File: src/rtl/swp_pkg.sv
// Package: shared constants and the table operation encoding for the
// store-wait predictor. Assumes 32-bit PCs and 4-byte-aligned instructions.
package swp_pkg;
    localparam int unsigned SWP_PC_W        = 32;
    localparam int unsigned SWP_IDX_W       = 10;
    localparam int unsigned SWP_IDX_LSB     = 2;
    localparam int unsigned SWP_DECAY_LOG2  = 16;

    // Operation applied to the table on one edge; the wipe outranks a set.
    typedef enum logic [1:0] {
        TBL_HOLD = 2'd0,
        TBL_SET  = 2'd1,
        TBL_WIPE = 2'd2
    } tbl_op_e;
endpackage

File: src/rtl/swp_decay_timer.sv
// Decay timer: a free-running counter that pulses for one cycle whenever it
// holds its all-ones value. Assumes the counter width is the log2 of the
// wipe interval; it is zero during reset.
module swp_decay_timer #(
    parameter int unsigned CNT_W = 16
) (
    input  logic clk,
    input  logic rst_n,
    output logic wipe_now
);
    logic [CNT_W-1:0] cnt_q;

    // Step the counter once per cycle, wrapping naturally.
    always_ff @(posedge clk) begin
        if (!rst_n) cnt_q <= '0;
        else        cnt_q <= cnt_q + 1'b1;
    end

    // Flag the last count of each interval.
    always_comb wipe_now = &cnt_q;
endmodule

File: src/rtl/swp_bit_table.sv
// Bit table: one flag per slot with a registered read port and a single
// update port. Assumes the caller resolves priority into one operation per
// cycle. A read of a slot being updated returns the pre-update value.
module swp_bit_table
    import swp_pkg::*;
#(
    parameter int unsigned IDX_W = 10
) (
    input  logic             clk,
    input  logic             rst_n,
    input  logic             rd_en,
    input  logic [IDX_W-1:0] rd_idx,
    output logic             rd_bit,
    input  tbl_op_e          op,
    input  logic [IDX_W-1:0] wr_idx
);
    localparam int unsigned DEPTH = 1 << IDX_W;

    logic [DEPTH-1:0] flags_q;
    logic             rd_q;

    // Apply this cycle's table operation.
    always_ff @(posedge clk) begin
        if (!rst_n) begin
            flags_q <= '0;
        end else begin
            unique case (op)
                TBL_WIPE: flags_q         <= '0;
                TBL_SET:  flags_q[wr_idx] <= 1'b1;
                default:  flags_q         <= flags_q;
            endcase
        end
    end

    // Capture the addressed flag, or zero when no read is requested.
    always_ff @(posedge clk) begin
        if (!rst_n) rd_q <= 1'b0;
        else        rd_q <= rd_en & flags_q[rd_idx];
    end

    always_comb rd_bit = rd_q;
endmodule

File: src/rtl/swp_store_wait_pred.sv
// Store-wait predictor top: slices the slot index out of the fetch and
// commit PCs, resolves wipe-over-set priority and drives the bit table.
// Assumes the index field lies strictly inside the PC (0 < IDX_LSB and
// IDX_LSB + IDX_W < PC_W).
module swp_store_wait_pred
    import swp_pkg::*;
#(
    parameter int unsigned PC_W       = SWP_PC_W,
    parameter int unsigned IDX_W      = SWP_IDX_W,
    parameter int unsigned IDX_LSB    = SWP_IDX_LSB,
    parameter int unsigned DECAY_LOG2 = SWP_DECAY_LOG2
) (
    input  logic            clk,
    input  logic            rst_n,
    input  logic            lkp_valid,
    input  logic [PC_W-1:0] lkp_pc,
    input  logic            trn_valid,
    input  logic [PC_W-1:0] trn_pc,
    output logic            lkp_wait
);
    localparam int unsigned IDX_MSB = IDX_LSB + IDX_W - 1;

    logic [IDX_W-1:0] lkp_idx;
    logic [IDX_W-1:0] trn_idx;
    logic             clr_pulse;
    tbl_op_e          tbl_op;
    logic             unused_pc_bits;

    // Slot index of each PC; the bits outside the field are ignored.
    always_comb begin
        lkp_idx = lkp_pc[IDX_MSB:IDX_LSB];
        trn_idx = trn_pc[IDX_MSB:IDX_LSB];
    end

    assign unused_pc_bits = ^{lkp_pc[IDX_LSB-1:0], lkp_pc[PC_W-1:IDX_MSB+1],
                              trn_pc[IDX_LSB-1:0], trn_pc[PC_W-1:IDX_MSB+1]};

    swp_decay_timer #(
        .CNT_W (DECAY_LOG2)
    ) u_timer (
        .clk      (clk),
        .rst_n    (rst_n),
        .wipe_now (clr_pulse)
    );

    // Pick one table operation: the wipe outranks a training set.
    always_comb begin
        if (clr_pulse)      tbl_op = TBL_WIPE;
        else if (trn_valid) tbl_op = TBL_SET;
        else                tbl_op = TBL_HOLD;
    end

    swp_bit_table #(
        .IDX_W (IDX_W)
    ) u_table (
        .clk    (clk),
        .rst_n  (rst_n),
        .rd_en  (lkp_valid),
        .rd_idx (lkp_idx),
        .rd_bit (lkp_wait),
        .op     (tbl_op),
        .wr_idx (trn_idx)
    );
endmodule

File: config.mk
export PLATFORM = sky130hd
export DESIGN_NAME = swp_store_wait_pred
export DESIGN_NICKNAME = d
export VERILOG_FILES = /design/src/rtl/swp_pkg.sv /design/src/rtl/swp_decay_timer.sv /design/src/rtl/swp_bit_table.sv /design/src/rtl/swp_store_wait_pred.sv
export SDC_FILE = /design/constraint.sdc
export NUM_CORES = 2
export LEC_CHECK = 0
export ABC_AREA = 1
export ABC_CLOCK_PERIOD_IN_PS = 4110
export BUFFER_PORTS_ARGS = -buffer_cell sky130_fd_sc_hd__buf_2
export CORE_UTILIZATION = 41
export CTS_BUF_LIST = sky130_fd_sc_hd__clkbuf_2
export DETAILED_ROUTE_END_ITERATION = 10
export GPL_TIMING_DRIVEN = 1
export PLACE_DENSITY_LB_ADDON = 0.08
export SETUP_SLACK_MARGIN = 0.2
export SYNTH_ARGS = -nofsm -noshare
export SYNTH_HDL_FRONTEND = slang
export SYNTH_SLANG_ARGS = --single-unit
File: constraint.sdc
create_clock -name clk -period 4.11 [get_ports clk]
set_clock_uncertainty 0.15 [all_clocks]
set_input_delay 0.822 -clock clk [delete_from_list [all_inputs] [get_ports clk]]
set_output_delay 0.822 -clock clk [all_outputs]
set_load 0.02 [all_outputs]
# Word-level counts from Yosys, hierarchy flattened
# Cells that the tools add are included.
# op_classes
n_addsub	1
order_cmp	3
eq_ne	2
mux	7
n_bitwise	2
reduce_logical	3
# op_table
cell	count
case mux 1024 bit (2 select lines)	1
OR 1024 bit	1
< comparator 10 x 11 -> 1 bit (second input constant)	2
adder 16 x 1 -> 16 bit (second input constant)	1
AND reduction 16 bit	1
binary-select mux 1 bit (select 10 bit)	1
demux 1 bit (select 10 bit)	1
>= comparator 10 x 1 -> 1 bit (second input constant)	1
2-to-1 mux 1 bit	3
== test 2 x 1 -> 1 bit (second input constant)	1
== test 2 bit (second input constant)	1
2-to-1 mux 2 bit	1
nonzero test 2 bit	1
bitwise AND 1 bit	1
logical AND 1 bit	1
# word_totals
ff_bits	1041
input_bits	68
out_inout_bits	1
elab_cells	21

# Logic depth before layout (Yosys ltp)
# depth
ltp_word	6
ltp_mapped	17
mapped_depth_nobuf	14

# By module
# Synthesis repeated with hierarchy kept, for this count alone.
# unflattened
cells_unflattened	5904
area_unflattened_um2	42495.8
# modules_own_cells
module	n_inst	cells_each	area_each_um2	seq_area_each_um2
swp_bit_table	1	5786	41700.0	20519.7
swp_decay_timer	1	116	785.8	320.3
swp_store_wait_pred	1	2	10.0	0.0

# Least setup slack after synthesis
# Ideal clock, no wire load.
# synth_path
kind	input to register
startpoint	in lkp_pc[3]
endpoint	reg u_table.rd_q, in the netlist u_table.rd_bit
setup_ps	116
arrival_ps	2438
required_time_ps	3844
setup_slack_ps	1406
path_stages	16
path_buffers	4
cell_sequence	clkbuf_1 inv_1 clkbuf_1 clkbuf_1 buf_2 nand3_1 nand3_1 nand3_1 nand3_1 nand3_1 nand2_1 nand2_1 nand3_1 nand3_1 nand3_1 a21oi_1
# synth_between
elab_chain_len	3
# synth_rtl
item	line	rtl
start: declaration	swp_store_wait_pred.sv:16	input logic [PC_W-1:0] lkp_pc,
binary-select mux 1 bit (select 10 bit)	swp_bit_table.sv:38	else rd_q <= rd_en & flags_q[rd_idx];
2-to-1 mux 1 bit (not written as such)	swp_bit_table.sv:38	
bitwise AND 1 bit	swp_bit_table.sv:38	
end signal: assignment	swp_bit_table.sv:38	
end: declaration	swp_bit_table.sv:20	logic rd_q;
# No other way between the ends. The select of a mux whose other input is x is not followed.
# A chain may end at the register's enable or synchronous reset.

# Worst setup path in the final report
# layout_path
startpoint	reg u_table.flags_q[718]
endpoint	reg u_table.rd_q, in the netlist u_table.rd_bit
# layout_between
elab_chain_len	3
# layout_rtl
item	line	rtl
start: declaration	swp_bit_table.sv:19	logic [DEPTH-1:0] flags_q;
start signal: assignment	swp_bit_table.sv:30	default: flags_q <= flags_q;
binary-select mux 1 bit (select 10 bit)	swp_bit_table.sv:38	
2-to-1 mux 1 bit (not written as such)	swp_bit_table.sv:38	
bitwise AND 1 bit	swp_bit_table.sv:38	
# No other way between the ends. The select of a mux whose other input is x is not followed.

==> implementation parameters <==
Parameter                              Value

Finish
  Most common library cell in the layout ignoring fill and taps    sky130_fd_sc_hd__nand2_1
  Final Net Count    6243
  Syn-to-layout area delta    10.7%
  Most used cells in the layout excluding fill and tap cells    sky130_fd_sc_hd__nand2_1, sky130_fd_sc_hd__a21oi_1, sky130_fd_sc_hd__dfxtp_1, sky130_fd_sc_hd__nand3_1, sky130_fd_sc_hd__nor2_1
  Share of post-route cells with drive strength above 1    11.6%
  Post-layout util    45.9%

Placed design
  Worst setup timing slack at the placement stage    0.746 ns
  Port bufs    24
  Dpl hpwl    approximately 81 mm
  Final weighted congestion in routability-driven placement    0.815

STA
  Slew Viols, Final    0
  Final worst-path cycle share    88.8%
  Final worst path period need    ~3.6 ns
  Relative slew slack    between 30% and 40%
  Accumulated negative setup slack    0 ns
  Worst path setup slack after routing    0.460 ns
  Fmax    between 200 and 300 MHz
  Smallest hold slack    roughly 0.25 ns
  Hold Violations, Final    0
  Total of endpoints with negative setup slack in the final report    0
  Transition time at the pin with the least slew margin    1.02 ns
  Unrepaired setup endpoints after global routing    false

CTS
  CTS root buf    sky130_fd_sc_hd__clkbuf_2
  Clk pin slew, worst setup/hold paths    approximately 0.11 ns
  Clock buffer depth    4
  Clock network latency to the later pin of the worst-skew pair    roughly 1.5 ns
  # Post-CTS Setup Buffers    0
  Clock net sink count    between 1k and 1.5k
  Number of gates resized after cts    0
  CTS tree    built
  Total clock buffers created by CTS    300
  H-Tree Level Count    5

Die
  Core area    0.104 mm2
  Die height    approximately 330 um
  Starting utilization of the core area    41.5%
  Overall die area    0.106 mm2
  # IOs    69
  Number of rows created at floorplan    between 100 and 150
  Die Wd    326 um

Worst setup path
  Delay of the slowest cell on the worst path    around 0.57 ns
  Most prevalent standard cell on the critical path    sky130_fd_sc_hd__nand3_1
  Kind of end point of the critical path    register
  Top delay family on crit path    buffers and inverters
  Type of element launching the critical path    register
  CP max FO    2
  Arrival time worst endpoint    around 5.0 ns
  Number of buffer and inverter stages on the critical path    3
  Required time at the worst-slack endpoint    5.45 ns
  Type of the worst setup path    reg2reg
  Slowest library cell on the worst path    sky130_fd_sc_hd__dlygate4sd3_1
  Worst path cell trace    nand2_1, nand3_1, nand3_1, nand3_1, nand3_1, nand3_1, nand3_1, nand2_1, nand2_1, nand3_1, nand3_1, dlygate4sd3_1, a21oi_1, dlygate4sd3_1, dlygate4sd3_1

Synthesis
  Largest family of logic cells by synthesized area    simple AND/OR/NAND/NOR gates
  Fraction of the mapped netlist area in simple logic gates    30.8%
  Post-Syn Nets    around 6.2k
  Synth Area per Inst    6.98 um2
  Post-Syn Instances    6179
  Post-synthesis instance area    0.0431 mm2
  Area share of fa/ha/maj cells after synthesis    0.0290%
  Register bit count reported by yosys    1041
  Distinct cells, synth    26
  Synthesized-area fraction occupied by ao, oa, aoi and oai cells    12.6%
  Number of warning messages in the yosys log    0
  Share of cell area taken by muxes after synthesis    0%
  Seq/Total Area, Yosys    48.3%
  Post-synthesis share of cell area spent on xor and xnor gates    0%

Global routing
  Wire length of the first global-routing pass    roughly 240 mm
  Global Route Usage Sum    approximately 29%
  Antenna violations before repair    7
  Number of global-route vias before repair    about 38k
  Pin count of the biggest net entering global routing    103
  Total overflow reported by the global router    0

Route
  Total Wirelength    157 mm
  Detailed-routed wire length on met3    11.0 mm
  Routed Antenna Nets    0
  Average routed wire per standard cell    20.2 um
  Drt via density    5.39
  Topmost layer with routed signal wires    met5
  Met2 routed WL    69.7 mm
  Number of remaining DRC errors    0
  Violation count after the first detailed-route iteration    4124
  Met1 wire length    71.8 mm
  Drt pass-1 iters    6
  Via count of the routed design    41.7k

Run
  Max_cap viols    0

Status
  Run status    completed

Pwr
  Power Density    402 mW/mm2
  Share of power burned in the clock network    40.0%
  Part of the power in registers    52.6%
  Reported leakage power    around 17 nW
  Proportion of total power due to net switching    28.5%
  Net switching power figure    5.46 mW
  Combinational share of power    ~7.4%
  Maximum vdd drop    183 uV
  Total internal power    approximately 14 mW

Hold path
  Path class of the lowest-slack min-delay path    in2reg
## synthesized netlist by cell type
master	n	area [um2]
sky130_fd_sc_hd__nand4_1	1	6.26
sky130_fd_sc_hd__a21oi_1	1053	5270
sky130_fd_sc_hd__o21ai_0	26	130
sky130_fd_sc_hd__buf_6	13	146
sky130_fd_sc_hd__buf_1	38	143
sky130_fd_sc_hd__nor4_1	1	6.26
sky130_fd_sc_hd__nor3_1	27	135
sky130_fd_sc_hd__a31oi_1	2	12.5
sky130_fd_sc_hd__nand2_1	1328	4980
sky130_fd_sc_hd__buf_2	77	385
sky130_fd_sc_hd__buf_4	32	240
sky130_fd_sc_hd__and3_1	1	6.26
sky130_fd_sc_hd__clkbuf_1	373	1400
sky130_fd_sc_hd__dfxtp_1	1041	20800
sky130_fd_sc_hd__nor2_1	831	3120
sky130_fd_sc_hd__ha_1	1	12.5
sky130_fd_sc_hd__nand2_2	2	12.5
sky130_fd_sc_hd__nand3_1	994	4970
sky130_fd_sc_hd__o21a_1	1	7.51
sky130_fd_sc_hd__inv_1	328	1230
sky130_fd_sc_hd__nor3_2	1	10.0
sky130_fd_sc_hd__nor3b_1	1	7.51
sky130_fd_sc_hd__clkinv_1	1	3.75
sky130_fd_sc_hd__nand4_2	1	12.5
sky130_fd_sc_hd__inv_2	4	15.0
sky130_fd_sc_hd__nor4b_2	1	15.0
## final timing paths
kind / slack [ns] / depth (start not counted) / to / from
min reg2reg: 0.30 / 2 / u_table.flags_q[791] / u_table.flags_q[791]
max reg2reg: 0.46 / 15 / u_table.rd_bit / u_table.flags_q[718]
min: 0.25 / 8 / u_table.flags_q[85] / trn_pc[8]
max: 0.46 / 15 / u_table.rd_bit / u_table.flags_q[718]
## registers in the layout, summed over array words and instances, names as in the netlist
| name | cells |
|---|---|
| u_table.rd_bit | 1 |
| u_table.flags_q | 1024 |
| u_timer.cnt_q | 16 |
## metrics by stage
step | cell area [um2] | power, mW | std cells
floorplan | 43100 | 11.1 | 6179
global placement | 44900 | 11.7 | 7226
detailed placement | 44900 | 11.7 | 7226
CTS | 47700 | 19.4 | 7736
global route | 47700 | 20.1 | 7744
finish | 47700 | 19.2 | 7745
## worst min-delay path, stage by stage
cell and delay (ns):
sky130_fd_sc_hd__buf_2 0.15, sky130_fd_sc_hd__inv_1 0.06, sky130_fd_sc_hd__nor2_1 0.04, sky130_fd_sc_hd__clkinv_1 0.37
sky130_fd_sc_hd__nor2_2 0.07, sky130_fd_sc_hd__buf_4 0.20, sky130_fd_sc_hd__nand2_1 0.07, sky130_fd_sc_hd__a21oi_1 0.06
## area by class of cell
type                    instances  area [um2]
clock inverters                35         317
diodes                          9        22.5
multi-input cells            4272       18900
repair buffers                226        2410
well taps                    1380        1730
clock buffers                 449        2250
inverters                     333        1270
fillers                     11100       56200
flip-flops and latches       1041       20800
## what timing repair did
item                                   CTS  global route
setup endpoints to repair                0             0
hold buffers                            26             0
endpoints found under the hold margin  580             0
## metal layers
layer,track usage [%],vias to the layer above
met1,40.3,19800
li1,-,20200
met4,10.3,6
met2,44.6,1446
met5,0,-
met3,4.62,294
## cell families after synthesis
| group | after synthesis |
|---|---|
| DFF | 1041 |
| AOI/OAI and AO/OA | 1082 |
| adders and majority gates | 1 |
| and+or+nand+nor | 3189 |
| buffers and inverters | 866 |
## power by group through the flow
stage	clock, mW	combinational (mW)	sequential (mW)
after floorplan	0	0.821	10.3
after global placement	0	1.39	10.3
after detailed placement	0	1.38	10.3
after CTS	7.90	1.41	10.1
after global routing	8.45	1.50	10.1
final	7.66	1.42	10.1
No activity file was read; power rests on OpenSTA's default activity.
